## src/rtl/cflag_pkg.sv

```systemverilog
package cflag_pkg;

  localparam int FLAG_W = 8;
  localparam int COND_W = 4;

  localparam int Z_POS  = 0;
  localparam int N_POS  = 1;
  localparam int C_POS  = 2;
  localparam int V_POS  = 3;
  localparam int IE_POS = 4;

  typedef enum logic [1:0] {
    CLS_ALU    = 2'b00,
    CLS_XFER   = 2'b01,
    CLS_STEP   = 2'b10,
    CLS_BRANCH = 2'b11
  } instr_cls_e;

  // Packed so that z lands on bit 0.
  typedef struct packed {
    logic v;
    logic c;
    logic n;
    logic z;
  } cond_t;

  localparam cond_t COND_NONE = '{v: 1'b0, c: 1'b0, n: 1'b0, z: 1'b0};

  // Which condition flags a given instruction class is allowed to load.
  function automatic cond_t class_mask(instr_cls_e cls);
    cond_t m;
    m = COND_NONE;
    case (cls)
      CLS_ALU:  m = '{v: 1'b1, c: 1'b1, n: 1'b1, z: 1'b1};
      CLS_XFER: m = '{v: 1'b0, c: 1'b0, n: 1'b1, z: 1'b1};
      CLS_STEP: m = '{v: 1'b1, c: 1'b0, n: 1'b1, z: 1'b1};
      default:  m = COND_NONE;
    endcase
    return m;
  endfunction

endpackage

```

## src/rtl/cflag_result_reg.sv

```systemverilog
module cflag_result_reg
  import cflag_pkg::*;
#(
  parameter int DATA_W = 16
) (
  input  logic              clk,
  input  logic              rst_n,
  input  logic              ld,
  input  logic              inc,
  input  logic              dec,
  input  logic [DATA_W-1:0] din,
  input  logic              alu_c,
  input  logic              alu_v,
  output logic [DATA_W-1:0] q,
  output logic              upd,
  output cond_t             stat
);

  localparam logic [DATA_W:0] ONE_EXT = {{DATA_W{1'b0}}, 1'b1};

  // Extended sum: bit DATA_W is the carry out.
  function automatic logic [DATA_W:0] step_up(logic [DATA_W-1:0] a);
    return {1'b0, a} + ONE_EXT;
  endfunction

  // Extended difference: bit DATA_W is the borrow.
  function automatic logic [DATA_W:0] step_down(logic [DATA_W-1:0] a);
    return {1'b0, a} - ONE_EXT;
  endfunction

  // Signed overflow of +1: positive operand, negative result.
  function automatic logic ovf_up(logic [DATA_W-1:0] a, logic [DATA_W-1:0] r);
    return ~a[DATA_W-1] & r[DATA_W-1];
  endfunction

  // Signed overflow of -1: negative operand, positive result.
  function automatic logic ovf_down(logic [DATA_W-1:0] a, logic [DATA_W-1:0] r);
    return a[DATA_W-1] & ~r[DATA_W-1];
  endfunction

  logic [DATA_W-1:0] q_r;
  logic [DATA_W-1:0] nxt;
  logic [DATA_W:0]   up_ext;
  logic [DATA_W:0]   dn_ext;
  cond_t             own;

  assign up_ext = step_up(q_r);
  assign dn_ext = step_down(q_r);
  assign upd    = ld | inc | dec;

  always_comb begin
    nxt = q_r;
    own = COND_NONE;
    if (ld) begin
      nxt   = din;
      own.c = alu_c;
      own.v = alu_v;
    end else if (inc) begin
      nxt   = up_ext[DATA_W-1:0];
      own.c = up_ext[DATA_W];
      own.v = ovf_up(q_r, up_ext[DATA_W-1:0]);
    end else if (dec) begin
      nxt   = dn_ext[DATA_W-1:0];
      own.c = dn_ext[DATA_W];
      own.v = ovf_down(q_r, dn_ext[DATA_W-1:0]);
    end
    own.z = (nxt == '0);
    own.n = nxt[DATA_W-1];
  end

  // The update strobe is the only bus select.
  assign stat = upd ? own : COND_NONE;

  always_ff @(posedge clk or negedge rst_n) begin
    if (!rst_n) q_r <= '0;
    else if (upd) q_r <= nxt;
  end

  assign q = q_r;

endmodule

```

## src/rtl/cflag_bus_merge.sv

```systemverilog
module cflag_bus_merge
  import cflag_pkg::*;
#(
  parameter int NUM_SRC = 4
) (
  input  logic [NUM_SRC*COND_W-1:0] src_flat,
  output cond_t                     bus
);

  logic [COND_W-1:0] acc [NUM_SRC+1];

  assign acc[0] = '0;

  genvar gi;
  generate
    for (gi = 0; gi < NUM_SRC; gi++) begin : g_or
      assign acc[gi+1] = acc[gi] | src_flat[gi*COND_W +: COND_W];
    end
  endgenerate

  assign bus = cond_t'(acc[NUM_SRC]);

endmodule

```

## src/rtl/cflag_load_decode.sv

```systemverilog
module cflag_load_decode
  import cflag_pkg::*;
(
  input  logic [1:0] instr_class,
  input  logic       instr_last,
  output cond_t      ld_mask
);

  assign ld_mask = instr_last ? class_mask(instr_cls_e'(instr_class)) : COND_NONE;

endmodule

```

## src/rtl/cflag_store.sv

```systemverilog
module cflag_store
  import cflag_pkg::*;
(
  input  logic              clk,
  input  logic              rst_n,
  input  cond_t             bus,
  input  cond_t             ld_mask,
  input  logic              ie_set,
  input  logic              ie_clr,
  input  logic              restore_en,
  input  logic [FLAG_W-1:0] restore_byte,
  output logic [FLAG_W-1:0] flags_q
);

  logic [FLAG_W-1:0] f_r;
  logic [FLAG_W-1:0] f_nxt;

  // Condition bits take the bus only where their enable is set.
  function automatic logic [COND_W-1:0] merge_cond(logic [COND_W-1:0] old_v,
                                                   logic [COND_W-1:0] new_v,
                                                   logic [COND_W-1:0] en);
    return (old_v & ~en) | (new_v & en);
  endfunction

  always_comb begin
    f_nxt = f_r;
    if (restore_en) begin
      f_nxt = restore_byte;
    end else begin
      f_nxt[COND_W-1:0] = merge_cond(f_r[COND_W-1:0], bus, ld_mask);
      if (ie_clr)      f_nxt[IE_POS] = 1'b0;
      else if (ie_set) f_nxt[IE_POS] = 1'b1;
    end
  end

  always_ff @(posedge clk or negedge rst_n) begin
    if (!rst_n) f_r <= '0;
    else        f_r <= f_nxt;
  end

  assign flags_q = f_r;

endmodule

```

## src/rtl/cflag_unit.sv

```systemverilog
module cflag_unit
  import cflag_pkg::*;
#(
  parameter int NUM_RES = 4,
  parameter int DATA_W  = 16
) (
  input  logic                      clk,
  input  logic                      rst_n,
  input  logic [NUM_RES-1:0]        reg_ld,
  input  logic [NUM_RES-1:0]        reg_inc,
  input  logic [NUM_RES-1:0]        reg_dec,
  input  logic [DATA_W-1:0]         reg_din,
  input  logic                      alu_c,
  input  logic                      alu_v,
  input  logic [1:0]                instr_class,
  input  logic                      instr_last,
  input  logic                      ie_set,
  input  logic                      ie_clr,
  input  logic                      restore_en,
  input  logic [7:0]                restore_byte,
  output logic [3:0]                status_bus,
  output logic [7:0]                flags_q,
  output logic [3:0]                cond_out,
  output logic                      ie_out,
  output logic [NUM_RES*DATA_W-1:0] reg_value
);

  localparam int STAT_FLAT_W = NUM_RES * COND_W;

  // Named internal events, brought out for the checker.
  logic [NUM_RES-1:0]     reg_upd;
  logic [STAT_FLAT_W-1:0] stat_flat;
  cond_t                  merged;
  cond_t                  flag_ld_mask;

  genvar gi;
  generate
    for (gi = 0; gi < NUM_RES; gi++) begin : g_res
      cond_t one_stat;
      cflag_result_reg #(.DATA_W(DATA_W)) u_reg (
        .clk   (clk),
        .rst_n (rst_n),
        .ld    (reg_ld[gi]),
        .inc   (reg_inc[gi]),
        .dec   (reg_dec[gi]),
        .din   (reg_din),
        .alu_c (alu_c),
        .alu_v (alu_v),
        .q     (reg_value[gi*DATA_W +: DATA_W]),
        .upd   (reg_upd[gi]),
        .stat  (one_stat)
      );
      assign stat_flat[gi*COND_W +: COND_W] = one_stat;
    end
  endgenerate

  cflag_bus_merge #(.NUM_SRC(NUM_RES)) u_merge (
    .src_flat (stat_flat),
    .bus      (merged)
  );

  cflag_load_decode u_dec (
    .instr_class (instr_class),
    .instr_last  (instr_last),
    .ld_mask     (flag_ld_mask)
  );

  cflag_store u_store (
    .clk          (clk),
    .rst_n        (rst_n),
    .bus          (merged),
    .ld_mask      (flag_ld_mask),
    .ie_set       (ie_set),
    .ie_clr       (ie_clr),
    .restore_en   (restore_en),
    .restore_byte (restore_byte),
    .flags_q      (flags_q)
  );

  assign status_bus = merged;
  assign cond_out   = flags_q[COND_W-1:0];
  assign ie_out     = flags_q[IE_POS];

endmodule

```

## config.mk

```make
export PLATFORM = sky130hd
export DESIGN_NAME = cflag_unit
export DESIGN_NICKNAME = d
export VERILOG_FILES = /design/src/rtl/cflag_pkg.sv /design/src/rtl/cflag_result_reg.sv /design/src/rtl/cflag_bus_merge.sv /design/src/rtl/cflag_load_decode.sv /design/src/rtl/cflag_store.sv /design/src/rtl/cflag_unit.sv
export SDC_FILE = /design/constraint.sdc
export NUM_CORES = 1
export LEC_CHECK = 0
export ABC_AREA = 0
export BUFFER_PORTS_ARGS = -buffer_cell sky130_fd_sc_hd__buf_2
export CAP_MARGIN = 5
export CORE_UTILIZATION = 35
export DETAILED_ROUTE_END_ITERATION = 10
export HOLD_SLACK_MARGIN = 0.06
export PLACE_DENSITY = 0.53
export SETUP_SLACK_MARGIN = 0.15
export SKIP_LAST_GASP = 1
export SYNTH_ARGS = -nofsm -noshare
export SYNTH_HDL_FRONTEND = slang
export SYNTH_SLANG_ARGS = --single-unit
export TNS_END_PERCENT = 20
```

## constraint.sdc

```tcl
create_clock -name clk -period 6.6 [get_ports clk]
set_clock_uncertainty 0.05 [all_clocks]
set_input_delay 0 -clock clk [delete_from_list [all_inputs] [get_ports clk]]
set_output_delay 0 -clock clk [all_outputs]
set_load 0.005 [all_outputs]
```

==> out/qor.txt <==
=================================================================================================
Level count of the clock H-tree ....................................................            3
Setup WS pre-CTS ...................................................................      2520 ps
Inserted Diodes ....................................................................            0
Ordered list of cells on the worst path ............................................ or4_1, or4_1, or3_1, nor2_1, ha_1, a211oi_1, a211oi_1, nor4_1, nand4b_1, nor4_1, nor4_1, o31ai_1, dlygate4sd3_1
Initial core utilization ...........................................................        36.3%
Count of final setup violators .....................................................            0
Clock tree from TritonCTS ..........................................................         done
Via count of the first global-routing pass .........................................        5,947
Critical path capture point type ...................................................     register
Count of unresolved DRC violations after routing ...................................            0
Min Tclk post-route ................................................................      4590 ps
Final HPWL from detailed placement .................................................    15,800 um
Cells resized by post-CTS repair ...................................................            0
Number of sinks on the clock net ...................................................           72
Maximum fanout encountered on the critical timing path .............................            8
Number of maximum-capacitance violations ...........................................            0
Critical path's largest stage delay ................................................       660 ps
Worst setup path category ..........................................................      reg2reg
Wire length per cell after detailed routing ........................................      19.6 um
Proportion of layout cells with a drive suffix above 1 .............................        19.2%
Number of iterations in the first detailed-routing pass ............................            5
Number of cell rows ................................................................           47
Number of buffers between clock root and the deepest sink ..........................            2
Startpoint kind of the worst setup timing path .....................................     register
Cell occurring most often along the worst timing path ..............................       nor4_1
Number of nets with antenna violations after detailed routing ......................            0
Die height .........................................................................       134 um
Vias ...............................................................................        6,526
Layout-stage area growth over the synthesis result .................................        21.3%
Worst slew margin relative to its limit ............................................        32.4%
Minimum hold slack .................................................................      70.5 ps
Clock-pin slew on the worst setup and hold paths ...................................        70 ps
IR Drop Worst-Case VDD .............................................................   0.000148 V
Worst-Skew Late Latency ............................................................       350 ps
First-pass GRT wire length .........................................................    34,300 um
Postcts setup bufs .................................................................            0
Final count of pins violating max slew .............................................            0
Max Clock Freq .....................................................................      218 MHz
Power per cell area ................................................................  195 nW/um^2
Final Worst Setup Slack ............................................................      2010 ps
Leakage power ......................................................................      3.09 nW
Final core utilization .............................................................        44.0%
Placer congestion estimate .........................................................        0.904
Overall overflow remaining after global route ......................................            0
Combined global-route utilization of all metal layers ..............................        25.1%
Most common flop cell mapped by yosys ..............................................      dfrtp_1
Setup_tns ..........................................................................         0 ps
Final worst path period share ......................................................        69.5%
Critical path data required time ...................................................      6850 ps
Transition time of the tightest slew-check pin .....................................      1010 ps
YS warnings ........................................................................            0
Number of top-level pins ...........................................................          127
Core Footprint .....................................................................  16,800 um^2
Sequential element share of the synthesized area ...................................        29.6%
Async S/R FF share, synth ..........................................................         100%
Root cell of the clock tree ........................................................    clkbuf_16
Net count, final ...................................................................          954
Iteration-0 DRC count of the detailed router .......................................          556
Worst hold path cell count .........................................................            2
Arrival time of data at the critical path endpoint .................................      4840 ps
Die Outline Area ...................................................................  17,900 um^2
R2R cell count .....................................................................           13
Number of hold violations in the final report ......................................            0
Post-synth design cell area ........................................................    6080 um^2
Net count after synthesis ..........................................................          834
Worst Hold Class ...................................................................       in2reg
Mean number of vias per cell .......................................................         5.84
Port-buffer cells ..................................................................          126
Initial antenna violation count ....................................................            0
Pin count of the biggest net entering global routing ...............................           73
#FFs+latches synth .................................................................           72
Status ............................................................................. finished, final reports clean
Post-Route WL ......................................................................    21,900 um
Number of distinct library cell variants in the gate-level netlist after synthesis .           78
Horiz. Die Dim .....................................................................       134 um
Mean area per synthesized cell .....................................................    7.88 um^2
Library cell contributing the largest single delay on the critical path ............        or4_1
TritonCTS buffer count .............................................................            9
Count of flip-flops with a built-in enable after synthesis .........................            0
Cells after Synth ..................................................................          772
RSZ-0062 raised after global routing ...............................................        false
=================================================================================================
layer usage:
metal / vias up / GRT usage [%] / wire (um)
met2: 229 / 38.9 / 9790
met5: - / 0 / 0
li1: 3129 / - / -
met1: 3140 / 36.1 / 10600
met3: 28 / 4.42 / 1200
met4: 0 / 5.62 / 370
final cells by class:
class                      instances  area, um^2
clock buffer                      13         250
clock inverter                     3        17.5
fill                            1751        9380
inverter                          41         154
multi-input combinational        606        3890
sequential                        72        1800
tap                              220         275
timing repair buffer             162         988
synthesized netlist by cell type, types with 4 or more instances:
cell type | n | area share, %
a211o_1 | 4 | 0.58
a211oi_1 | 9 | 1.1
a21boi_0 | 4 | 0.49
a21o_1 | 5 | 0.62
a21oi_1 | 25 | 2.1
a22oi_1 | 8 | 0.99
a31oi_1 | 4 | 0.41
and2_1 | 5 | 0.51
and3_1 | 9 | 0.93
and3b_1 | 5 | 0.72
and4_1 | 6 | 0.86
buf_4 | 5 | 0.62
clkbuf_1 | 42 | 2.6
dfrtp_1 | 72 | 30
ha_1 | 16 | 3.3
inv_1 | 41 | 2.5
mux2_2 | 9 | 1.7
mux2i_1 | 10 | 1.6
nand2_1 | 96 | 5.9
nand2b_1 | 5 | 0.51
nand3_1 | 21 | 1.7
nand4_1 | 18 | 1.9
nor2_1 | 48 | 3.0
nor2b_1 | 12 | 1.2
nor3_1 | 40 | 3.3
nor4_1 | 33 | 3.4
o2111ai_1 | 6 | 0.86
o211ai_1 | 12 | 1.5
o21a_1 | 9 | 1.1
o21ai_0 | 28 | 2.3
o22ai_1 | 4 | 0.41
o31ai_1 | 11 | 1.4
or2_2 | 8 | 0.82
or3_1 | 28 | 2.9
or4_1 | 18 | 2.2
xnor2_1 | 13 | 1.9
xor2_1 | 11 | 1.6
metrics by stage:
stage          power [mW]  std cells  instance area [um^2]
6_report             1.44       1117                  7380
4_1_cts              1.44       1117                  7380
3_5_place_dp        0.953       1067                  6770
3_3_place_gp        0.954       1067                  6770
2_1_floorplan       0.793        772                  6080
5_1_grt              1.52       1117                  7380
layout by cell type (no fill, tap or decap), types with 10 or more instances in the layout:
master and count:
a21oi_1 25, buf_2 125, dfrtp_1 72, dlygate4sd3_1 34, ha_1 16, inv_1 41
mux2i_1 10, nand2_1 96, nand3_1 21, nand4_1 18, nor2_1 48, nor2b_1 12
nor3_1 40, nor4_1 33, o211ai_1 12, o21ai_0 28, o31ai_1 11, or3_1 28
or4_1 18, xnor2_1 13, xor2_1 11
final timing paths:
| check | start | endpoint | slack, ps |
|---|---|---|---|
| max | g_res[3].u_reg.q[4] | register | 2010 |
| max in group asynchronous | rst_n | g_res[3].u_reg.q[7] | 5540 |
| min in group asynchronous | rst_n | g_res[1].u_reg.q[11] | 320 |
| min reg2reg | u_store.flags_q[7] | u_store.flags_q[7] | 480 |
| min | restore_en | u_store.flags_q[7] | 70 |
| max reg2reg | g_res[3].u_reg.q[4] | register | 2010 |
registers in the layout, summed over array words and instances, names as in the netlist, named ones only:
| register | cells |
|---|---|
| g_res.u_reg.q | 64 |
| u_store.flags_q | 4 |
worst max-delay path: cells and delay by family (launching register included):
| family | cells | cell delay (ps) |
|---|---|---|
| and+or+nand+nor | 8 | 2660 |
| buffers and inverters | 1 | 570 |
| AOI/OAI and AO/OA | 3 | 560 |
| DFF | 1 | 460 |
| adders and majority gates | 1 | 230 |
power breakdown:
group / total [mW] / switching [mW] / internal [mW] / leakage [nW]
sequential: 0.581 / 0.0939 / 0.487 / 0.855
clock: 0.472 / 0.207 / 0.264 / 0.130
combinational: 0.385 / 0.219 / 0.166 / 2.11
timing repair:
| item | 4_1_cts | 5_1_grt |
|---|---|---|
| setup endpoints to repair | 0 | 0 |
| hold buffers | 34 | 0 |
| hold endpoints to repair | 122 | 0 |
cell families (layout without fill, tap and decap cells):
kind of cell	Yosys count	count (layout)	synth area share, %
simple gates	378	378	34.1
compound gates	169	169	19.8
buf+inv	94	219	6.40
flops	72	72	29.6
xor+xnor	24	24	3.46
mux	19	19	3.31
fa+ha+maj	16	16	3.29
No activity file was read; power rests on OpenSTA's default activity.
